--- src/rtl/mirq_pkg.sv ---
package mirq_pkg;

    typedef enum logic [2:0] {
        ST_IDLE,
        ST_RD,
        ST_WT,
        ST_CLR,
        ST_DISP,
        ST_NEXT
    } scan_st_e;

    localparam logic [7:0] MARK_OK = 8'hFF;
    localparam int unsigned SLOT_BYTES = 16;

    // Maps a visit position (engines, then primary, then media) to its source index.
    function automatic int unsigned unit_to_idx(input int unsigned u, input int unsigned n_eng,
                                                input int unsigned pidx, input int unsigned midx);
        if (u < n_eng)       return u;
        else if (u == n_eng) return pidx;
        else                 return midx;
    endfunction

endpackage

--- src/rtl/mirq_addr.sv ---
module mirq_addr #(
    parameter int unsigned NUM_ENG   = 4,
    parameter int unsigned ADDR_W    = 11,
    parameter int unsigned UNIT_W    = 3,
    parameter int unsigned SRC_BASE  = 'h400,
    parameter int unsigned STAT_BASE = 0,
    parameter int unsigned PCTL_IDX  = 25,
    parameter int unsigned MCTL_IDX  = 26,
    parameter int unsigned ENG_BIT   = 0,
    parameter int unsigned CTL_BIT   = 0
) (
    input  logic [UNIT_W-1:0] unit,
    input  logic              stat_phase,
    output logic [ADDR_W-1:0] addr
);
    import mirq_pkg::*;

    int unsigned idx;
    int unsigned bsel;

    always_comb begin
        idx  = unit_to_idx(int'(unit), NUM_ENG, PCTL_IDX, MCTL_IDX);
        bsel = (int'(unit) < NUM_ENG) ? ENG_BIT : CTL_BIT;
        if (stat_phase)
            addr = ADDR_W'(STAT_BASE + idx * SLOT_BYTES + bsel);
        else
            addr = ADDR_W'(SRC_BASE + idx);
    end

endmodule

--- src/rtl/mirq_disp.sv ---
module mirq_disp #(
    parameter int unsigned NUM_ENG = 4,
    parameter int unsigned UNIT_W  = 3
) (
    input  logic               fire,
    input  logic [UNIT_W-1:0]  unit,
    output logic [NUM_ENG-1:0] eng_disp,
    output logic               pctl_disp,
    output logic               mctl_disp
);
    for (genvar g = 0; g < NUM_ENG; g++) begin : g_eng
        assign eng_disp[g] = fire && (unit == UNIT_W'(g));
    end

    assign pctl_disp = fire && (unit == UNIT_W'(NUM_ENG));
    assign mctl_disp = fire && (unit == UNIT_W'(NUM_ENG + 1));

endmodule

--- src/rtl/mirq_scan.sv ---
module mirq_scan #(
    parameter int unsigned NUM_ENG   = 4,
    parameter int unsigned ADDR_W    = 11,
    parameter int unsigned SRC_BASE  = 'h400,
    parameter int unsigned STAT_BASE = 0,
    parameter int unsigned PCTL_IDX  = 25,
    parameter int unsigned MCTL_IDX  = 26,
    parameter int unsigned ENG_BIT   = 0,
    parameter int unsigned CTL_BIT   = 0
) (
    input  logic               clk,
    input  logic               rst,
    input  logic               irq,
    input  logic               region_ok,
    input  logic               has_media,
    output logic               mem_req,
    output logic               mem_we,
    output logic [ADDR_W-1:0]  mem_addr,
    output logic [7:0]         mem_wdata,
    input  logic [7:0]         mem_rdata,
    input  logic               mem_gnt,
    output logic [NUM_ENG-1:0] eng_disp,
    output logic               pctl_disp,
    output logic               mctl_disp,
    output logic               err_vld,
    output logic [ADDR_W-1:0]  err_addr,
    output logic [7:0]         err_val
);
    import mirq_pkg::*;

    localparam int unsigned UNITS  = NUM_ENG + 2;
    localparam int unsigned UNIT_W = $clog2(UNITS);

    scan_st_e          st;
    logic [UNIT_W-1:0] unit;
    logic              stat_phase;
    logic              pend;
    logic [UNIT_W-1:0] last_unit;
    logic              fire;

    assign last_unit = has_media ? UNIT_W'(NUM_ENG + 1) : UNIT_W'(NUM_ENG);
    assign mem_req   = (st == ST_RD) || (st == ST_CLR);
    assign mem_we    = (st == ST_CLR);
    assign mem_wdata = 8'h00;
    assign fire      = (st == ST_DISP);

    mirq_addr #(
        .NUM_ENG(NUM_ENG), .ADDR_W(ADDR_W), .UNIT_W(UNIT_W),
        .SRC_BASE(SRC_BASE), .STAT_BASE(STAT_BASE),
        .PCTL_IDX(PCTL_IDX), .MCTL_IDX(MCTL_IDX),
        .ENG_BIT(ENG_BIT), .CTL_BIT(CTL_BIT)
    ) u_addr (
        .unit       (unit),
        .stat_phase (stat_phase),
        .addr       (mem_addr)
    );

    mirq_disp #(.NUM_ENG(NUM_ENG), .UNIT_W(UNIT_W)) u_disp (
        .fire      (fire),
        .unit      (unit),
        .eng_disp  (eng_disp),
        .pctl_disp (pctl_disp),
        .mctl_disp (mctl_disp)
    );

    always_ff @(posedge clk) begin
        if (rst) begin
            st         <= ST_IDLE;
            unit       <= '0;
            stat_phase <= 1'b0;
            pend       <= 1'b0;
            err_vld    <= 1'b0;
            err_addr   <= '0;
            err_val    <= 8'h00;
        end else begin
            err_vld <= 1'b0;
            if (irq && st != ST_IDLE) pend <= 1'b1;
            case (st)
                ST_IDLE: begin
                    if (irq || pend) begin
                        pend <= 1'b0;
                        if (region_ok) begin
                            st         <= ST_RD;
                            unit       <= '0;
                            stat_phase <= 1'b0;
                        end
                    end
                end
                ST_RD: if (mem_gnt) st <= ST_WT;
                ST_WT: begin
                    if (mem_rdata != 8'h00) begin
                        st <= ST_CLR;
                        if (mem_rdata != MARK_OK) begin
                            err_vld  <= 1'b1;
                            err_addr <= mem_addr;
                            err_val  <= mem_rdata;
                        end
                    end else begin
                        st <= ST_NEXT;
                    end
                end
                ST_CLR: begin
                    if (mem_gnt) begin
                        if (!stat_phase) begin
                            stat_phase <= 1'b1;
                            st         <= ST_RD;
                        end else begin
                            st <= ST_DISP;
                        end
                    end
                end
                ST_DISP: st <= ST_NEXT;
                ST_NEXT: begin
                    stat_phase <= 1'b0;
                    if (unit >= last_unit) begin
                        st <= ST_IDLE;
                    end else begin
                        unit <= unit + 1'b1;
                        st   <= ST_RD;
                    end
                end
                default: st <= ST_IDLE;
            endcase
        end
    end

    // never two targets at once
    a_r2_one_target: assert property (@(posedge clk) disable iff (rst)
        $onehot0({eng_disp, pctl_disp, mctl_disp}));

    // a pulse follows an accepted clearing write
    a_r8_disp_after_write: assert property (@(posedge clk) disable iff (rst)
        (|{eng_disp, pctl_disp, mctl_disp}) |-> $past(mem_req && mem_we && mem_gnt));

    // pulses are one cycle wide
    a_r8_pulse_width: assert property (@(posedge clk) disable iff (rst)
        (|{eng_disp, pctl_disp, mctl_disp}) |=> !(|{eng_disp, pctl_disp, mctl_disp}));

    // media target only when present
    a_r6_media_gated: assert property (@(posedge clk) disable iff (rst)
        mctl_disp |-> has_media);

    // reported values are malformed markers
    a_r5_err_value: assert property (@(posedge clk) disable iff (rst)
        err_vld |-> (err_val != 8'h00 && err_val != MARK_OK));

    // an interrupt in an invalid region starts nothing
    a_r7_region_gate: assert property (@(posedge clk) disable iff (rst)
        (st == ST_IDLE && irq && !region_ok) |=> !mem_req);

endmodule

--- config.mk ---
export PLATFORM = sky130hd
export DESIGN_NAME = mirq_scan
export DESIGN_NICKNAME = d
export VERILOG_FILES = /design/src/rtl/mirq_pkg.sv /design/src/rtl/mirq_addr.sv /design/src/rtl/mirq_disp.sv /design/src/rtl/mirq_scan.sv
export SDC_FILE = /design/constraint.sdc
export NUM_CORES = 1
export LEC_CHECK = 0
export BUFFER_PORTS_ARGS = -buffer_cell sky130_fd_sc_hd__buf_2
export CAP_MARGIN = 20
export CORE_ASPECT_RATIO = 0.7
export CORE_MARGIN = 3
export CORE_UTILIZATION = 45
export DETAILED_ROUTE_END_ITERATION = 7
export PLACE_DENSITY = 0.74
export SYNTH_ARGS = -nofsm -noshare
export SYNTH_HDL_FRONTEND = slang
export SYNTH_HIERARCHICAL = 1
export SYNTH_SLANG_ARGS = --single-unit
--- constraint.sdc ---
create_clock -name clk -period 2.8 [get_ports clk]
set_input_delay 0.56 -clock clk [delete_from_list [all_inputs] [get_ports clk]]
set_output_delay 0.56 -clock clk [all_outputs]
set_load 0.02 [all_outputs]
==> results.md, run 1 <==
* Outcome: completed
* Die height at 55.8 µm
* Pwr Total at 0.974 mW
* Grt ovf at 0
* Longest Clk Path Bufs at 2
* Pwr dens at 530 nW/µm²
* Final ANT Viol Nets at 0
* Via/cell ratio at 5.15
* Synthesized flop and latch total at 28
* Root Buffer: clkbuf_8
* Critical path class: flip-flop to output pin
* Initial antenna violation count at 0
* Hold_buf cts at 0
* Sequential-to-total area share from yosys stat at 35.2%
* Std-Cell Rows at 17
* Initial Utilization at 48.7%
* Crit-path max FO at 11
* Nets at 242
* Most common cell after layout, fill and taps aside: buf_2
* Final number of hold-violating endpoints at 0
* Worst skew pair latency at around 270 ps
* Highest clock rate at roughly 0.4 GHz
* Htree depth at 1
* TritonRoute pass-1 iters at 4
* Total wire length at 3350 µm
* Clock skew at about 4.2 ps
* Post-Place Cells at 268
* Routability congestion estimate at 0.871
* First-pass GRT wire length at 5520 µm
* Drt wl/cell at 12.3 µm
* Worst Max-Slew Pin Slew at 584 ps
* Total CTS buffers at 3
* Fraction of registers with async set/reset at 0%
* Final worst slack at 307 ps
* Met1 GRT Util at 22.0%
* CORE AREA at 3280 µm²
* Synth-to-Final Area Change at 15.3%
* Syn avg cell area at between 8 and 9 µm²
* Initial DRC Count at 65
* Syn Inst Count at 184
* Die W at 77.1 µm
* DR vias at 1,400
* Critical Path Source Type: flip-flop
* Total GRT Usage at 15.3%
* Num ports at 61
* Tmin final at 2490 ps
* Synth unique cells at 43
* Crit path capture type: output pin
* DIE AREA at 4300 µm²
* CTS clk-pin slew, worst paths at 90 ps
* Hold Crit Class: flip-flop to flip-flop
* Post-synth EDFFs at 0
* Clock sinks at 28
* Worst slack at placement at between 600 and 700 ps
* GR met2 Demand/Resource at 22.0%
* Vias in the first global route at 1,190
* Non-filler instance count after layout at 272
* Pins over their slew limit at 0
* FF-to-FF setup slack at between 500 and 600 ps
* Largest net degree at the start of global routing at 38
* Most frequent cells in the layout: 49 x buf_2, 34 x nand2_1, 28 x dfxtp_1
* Maxcap violations at 0
* Number of buffers added on ports at 49
* Yosys warns at 6
* Slew margin rel. at between 60% and 70%
* Final setup viols at 0
* Leakage at approximately 0.8 nW
* Area after DPL at 1780 µm²
* Antenna diode count at 0
* WP data arrival at approximately 1900 ps
* Max rail drop VDD at 0.000238 V
* Post-synthesis cell area at 1590 µm²
* Proportion of layout cells with a drive suffix above 1 at between 30% and 40%
* # Post-CTS Setup Buffers at 0
* HPWL Detailed at ~2500 µm
* Crit path required time at 2240 ps
* TritonCTS clock tree: yes
* Main synth FF type: dfxtp_1
* Met3 usage at 5.83%
* Residual DRC count at 0
* RSZ-0062 raised after global routing: no
* CTS resizes at 0
* Cell area after layout at 1840 µm²
* Setup TNS at 0 ps
* Final Cycle Share at approximately nine tenths
* Most used routing layer: met1
==> final timing paths <==
kind          startpoint           to  cells after the start
max                st[2]  eng_disp[0]                      4
min          err_addr[6]  err_addr[6]                      2
max reg2reg      unit[0]      unit[0]                      6
min reg2reg  err_addr[6]  err_addr[6]                      2
==> power breakdown <==
group / leakage [nW] / switching (mW) / internal [mW]
Combinational: 0.541 / 0.153 / 0.0969
Clock: 0.0288 / 0.122 / 0.126
Sequential: 0.227 / 0.0410 / 0.435
==> final cells by class <==
| cell class | instances | area [µm²] |
|---|---|---|
| Tap cell | 47 | 58.8 |
| Multi-Input combinational cell | 137 | 892 |
| Inverter | 7 | 26.3 |
| Clock buffer | 4 | 55.1 |
| Sequential cell | 28 | 561 |
| Timing Repair Buffer | 49 | 245 |
| Fill cell | 349 | 1440 |
==> critical path, stage by stage, from the launching register on <==
cell and delay (ps):
dfxtp_1 520, inv_1 180, nor3_1 490, nor4b_2 280, buf_2 200
==> through the flow <==
stage | util (%) | hold slack, ps
6_report | 56.1 | 460
5_1_grt | 56.1 | 477
4_1_cts | 56.1 | 462
3_5_place_dp | 54.4 | 444
3_3_place_gp | 54.4 | 440
2_1_floorplan | - | 489
==> sequential cells by signal (all words and copies together), names as in the netlist <==
register and cells:
err_vld 1, stat_phase 1, err_addr 11, err_val 8, pend 1, unit 3, st 3
==> metal layers <==
layer	wire length, µm	part of all wire [%]
met1	1660	50
met2	1350	40
met3	328	9.8
met4	9	0.27
met5	0	0
==> synth_stat cells (3+ instances only) <==
cell	instances	area share (%)
o221a_2	4	2.8
and4bb_2	3	2.4
nor2_1	6	1.4
dfxtp_1	28	35
nand2_1	34	8.0
buf_4	12	5.7
clkbuf_1	6	1.4
a21oi_1	13	4.1
o21ai_0	10	3.1
nand3_1	4	1.3
inv_1	6	1.4
mux2i_1	15	9.4
nand2b_1	3	1.2
nor3_1	4	1.3
==> logic make-up (layout without fill, tap and decap cells) <==
family,after synthesis,in the layout,share of synthesized area (%)
simple gates,67,67,24.2
compound gates,40,40,17.0
flops,28,28,35.2
buf+inv,28,60,11.0
mux,16,16,10.1
fa+ha+maj,2,2,1.57
other cells,2,11,0.471
xor+xnor,1,1,0.550
Power figures use the tool's default switching activity.
==> run 2, diff against run 1 <==
Settings changed: CAP_MARGIN 20 to 10, CORE_UTILIZATION 45 to 30, PLACE_DENSITY 0.74 to not set.
==> run 2 against run 1 <==
Sequential power shrank 4.4%. Clock power is essentially flat. Largest cell class unchanged. Fmax shrank 2.2%. Largest power group unchanged. Final area grew 2.7%. Clock skew shrank 2.7 ps.
==> results.md, run 2 (synthesis gave the netlist of run 1 again) <==
* Outcome: completed
* Root Buffer: clkbuf_8
* Proportion of layout cells with a drive suffix above 1 at 32.5%
* Via/cell ratio at ~4.8
* Pwr dens at 524 nW/µm²
* Max rail drop VDD at roughly 0.00017 V
* Largest net degree at the start of global routing at 38
* Most common cell after layout, fill and taps aside: buf_2
* Num ports at 61
* Most frequent cells in the layout: 49 x buf_2, 34 x nand2_1, 28 x dfxtp_1
* HPWL Detailed at approximately 2800 µm
* CTS resizes at 0
* CTS clk-pin slew, worst paths at 90 ps
* Total wire length at 3760 µm
* Longest Clk Path Bufs at 2
* Crit path capture type: output pin
* Synth-to-Final Area Change at 18.4%
* Hold Crit Class: flip-flop to flip-flop
* Final setup viols at 0
* Initial DRC Count at 62
* Antenna diode count at 0
* Nets at 245
* # Post-CTS Setup Buffers at 0
* DIE AREA at 6240 µm²
* Setup TNS at 0 ps
* Final Cycle Share at 91.1%
* Biggest regs: err_addr: 11 flops, err_val: 8 flops
* Largest reg by FF count: err_addr
* Std-Cell Rows at 21
* Die height at approximately 67 µm
* CORE AREA at 4940 µm²
* Final Util at between 30% and 40%
* WP data arrival at 1990 ps
* Highest clock rate at 0.392 GHz
* Initial Utilization at 32.3%
* Slew margin rel. at a little under three fifths
* Max reg flops at 11
* Total GRT Usage at between 10% and 20%
* Crit-path max FO at 11
* FF-to-FF setup slack at between 800 and 900 ps
* Critical path class: flip-flop to output pin
* Total CTS buffers at 3
* Residual DRC count at 0
* Clock sinks at 28
* Clock skew at approximately 1.6 ps
* Final ANT Viol Nets at 0
* RSZ-0062 raised after global routing: no
* Critical Path Source Type: flip-flop
* Tmin final at ~2500 ps
* DR vias at 1,412
* Leakage at 0.813 nW
* Hold_buf cts at 0
* Routability congestion estimate at 0.905
* Crit path required time at 2240 ps
* Drt wl/cell at 12.6 µm
* Final number of hold-violating endpoints at 0
* Worst skew pair latency at approximately 270 ps
* Initial antenna violation count at 0
* Number of buffers added on ports at 49
* Die W at just over 90 µm
* First-pass GRT wire length at roughly 6000 µm
* Pins over their slew limit at 0
* Maxcap violations at 0
* Vias in the first global route at 1,264
* Worst Max-Slew Pin Slew at 640 ps
* TritonRoute pass-1 iters at 4
* Htree depth at 1
* Grt ovf at 0
* TritonCTS clock tree: yes
run 2: cell types whose count changed in the layout (fill, tap and decap cells not counted):
| cell | delta |
|---|---|
| buf_4 | +3 |
run 2: per-stage QoR:
| step | worst slack, ps | std cells | power [mW] | area, µm² | hold WS, ps |
|---|---|---|---|---|---|
| after detailed placement | 599 | 293 | 0.751 | 1830 | 448 |
| after CTS | 273 | 297 | 1.01 | 1890 | 462 |
| after global placement | 624 | 293 | 0.751 | 1830 | 441 |
| after global routing | 85.0 | 297 | 1.05 | 1890 | 480 |
| after floorplan | 715 | 193 | 0.697 | 1630 | 489 |
| final | 250 | 297 | 0.989 | 1890 | 458 |
run 2: worst paths after layout:
kind | start | to | cells past startpoint
setup / recovery | st[2] | eng_disp[3] | 4
hold / removal | err_addr[6] | err_addr[6] | 2
setup reg to reg | unit[0] | unit[0] | 6
hold reg to reg | err_addr[6] | err_addr[6] | 2
run 2: per-layer routing:
layer	up-vias	wire length [µm]	track usage, %
met5	-	0	0
met4	0	0	1.65
met3	0	323	4.29
met2	47	1490	16.2
met1	651	1940	18.6
li1	714	-	-
run 2: critical path: stages (launching register included):
cell     delay [ps]
dfxtp_1         530
inv_1           170
nor3_1          530
and4b_2         330
buf_2           160
run 2: power breakdown:
group	total (mW)	switching, mW	internal (mW)	leakage [nW]
Combinational	0.286	0.180	0.106	0.557
Clock	0.248	0.122	0.126	0.0288
Sequential	0.455	0.0202	0.435	0.227
run 2: layout make-up:
cell class / count / area, µm²
repair buffers: 52 / 268
flip-flops and latches: 28 / 561
inverters: 7 / 26.3
well taps: 69 / 86.3
fillers: 540 / 3050
clock buffers: 4 / 55.1
multi-input cells: 137 / 892
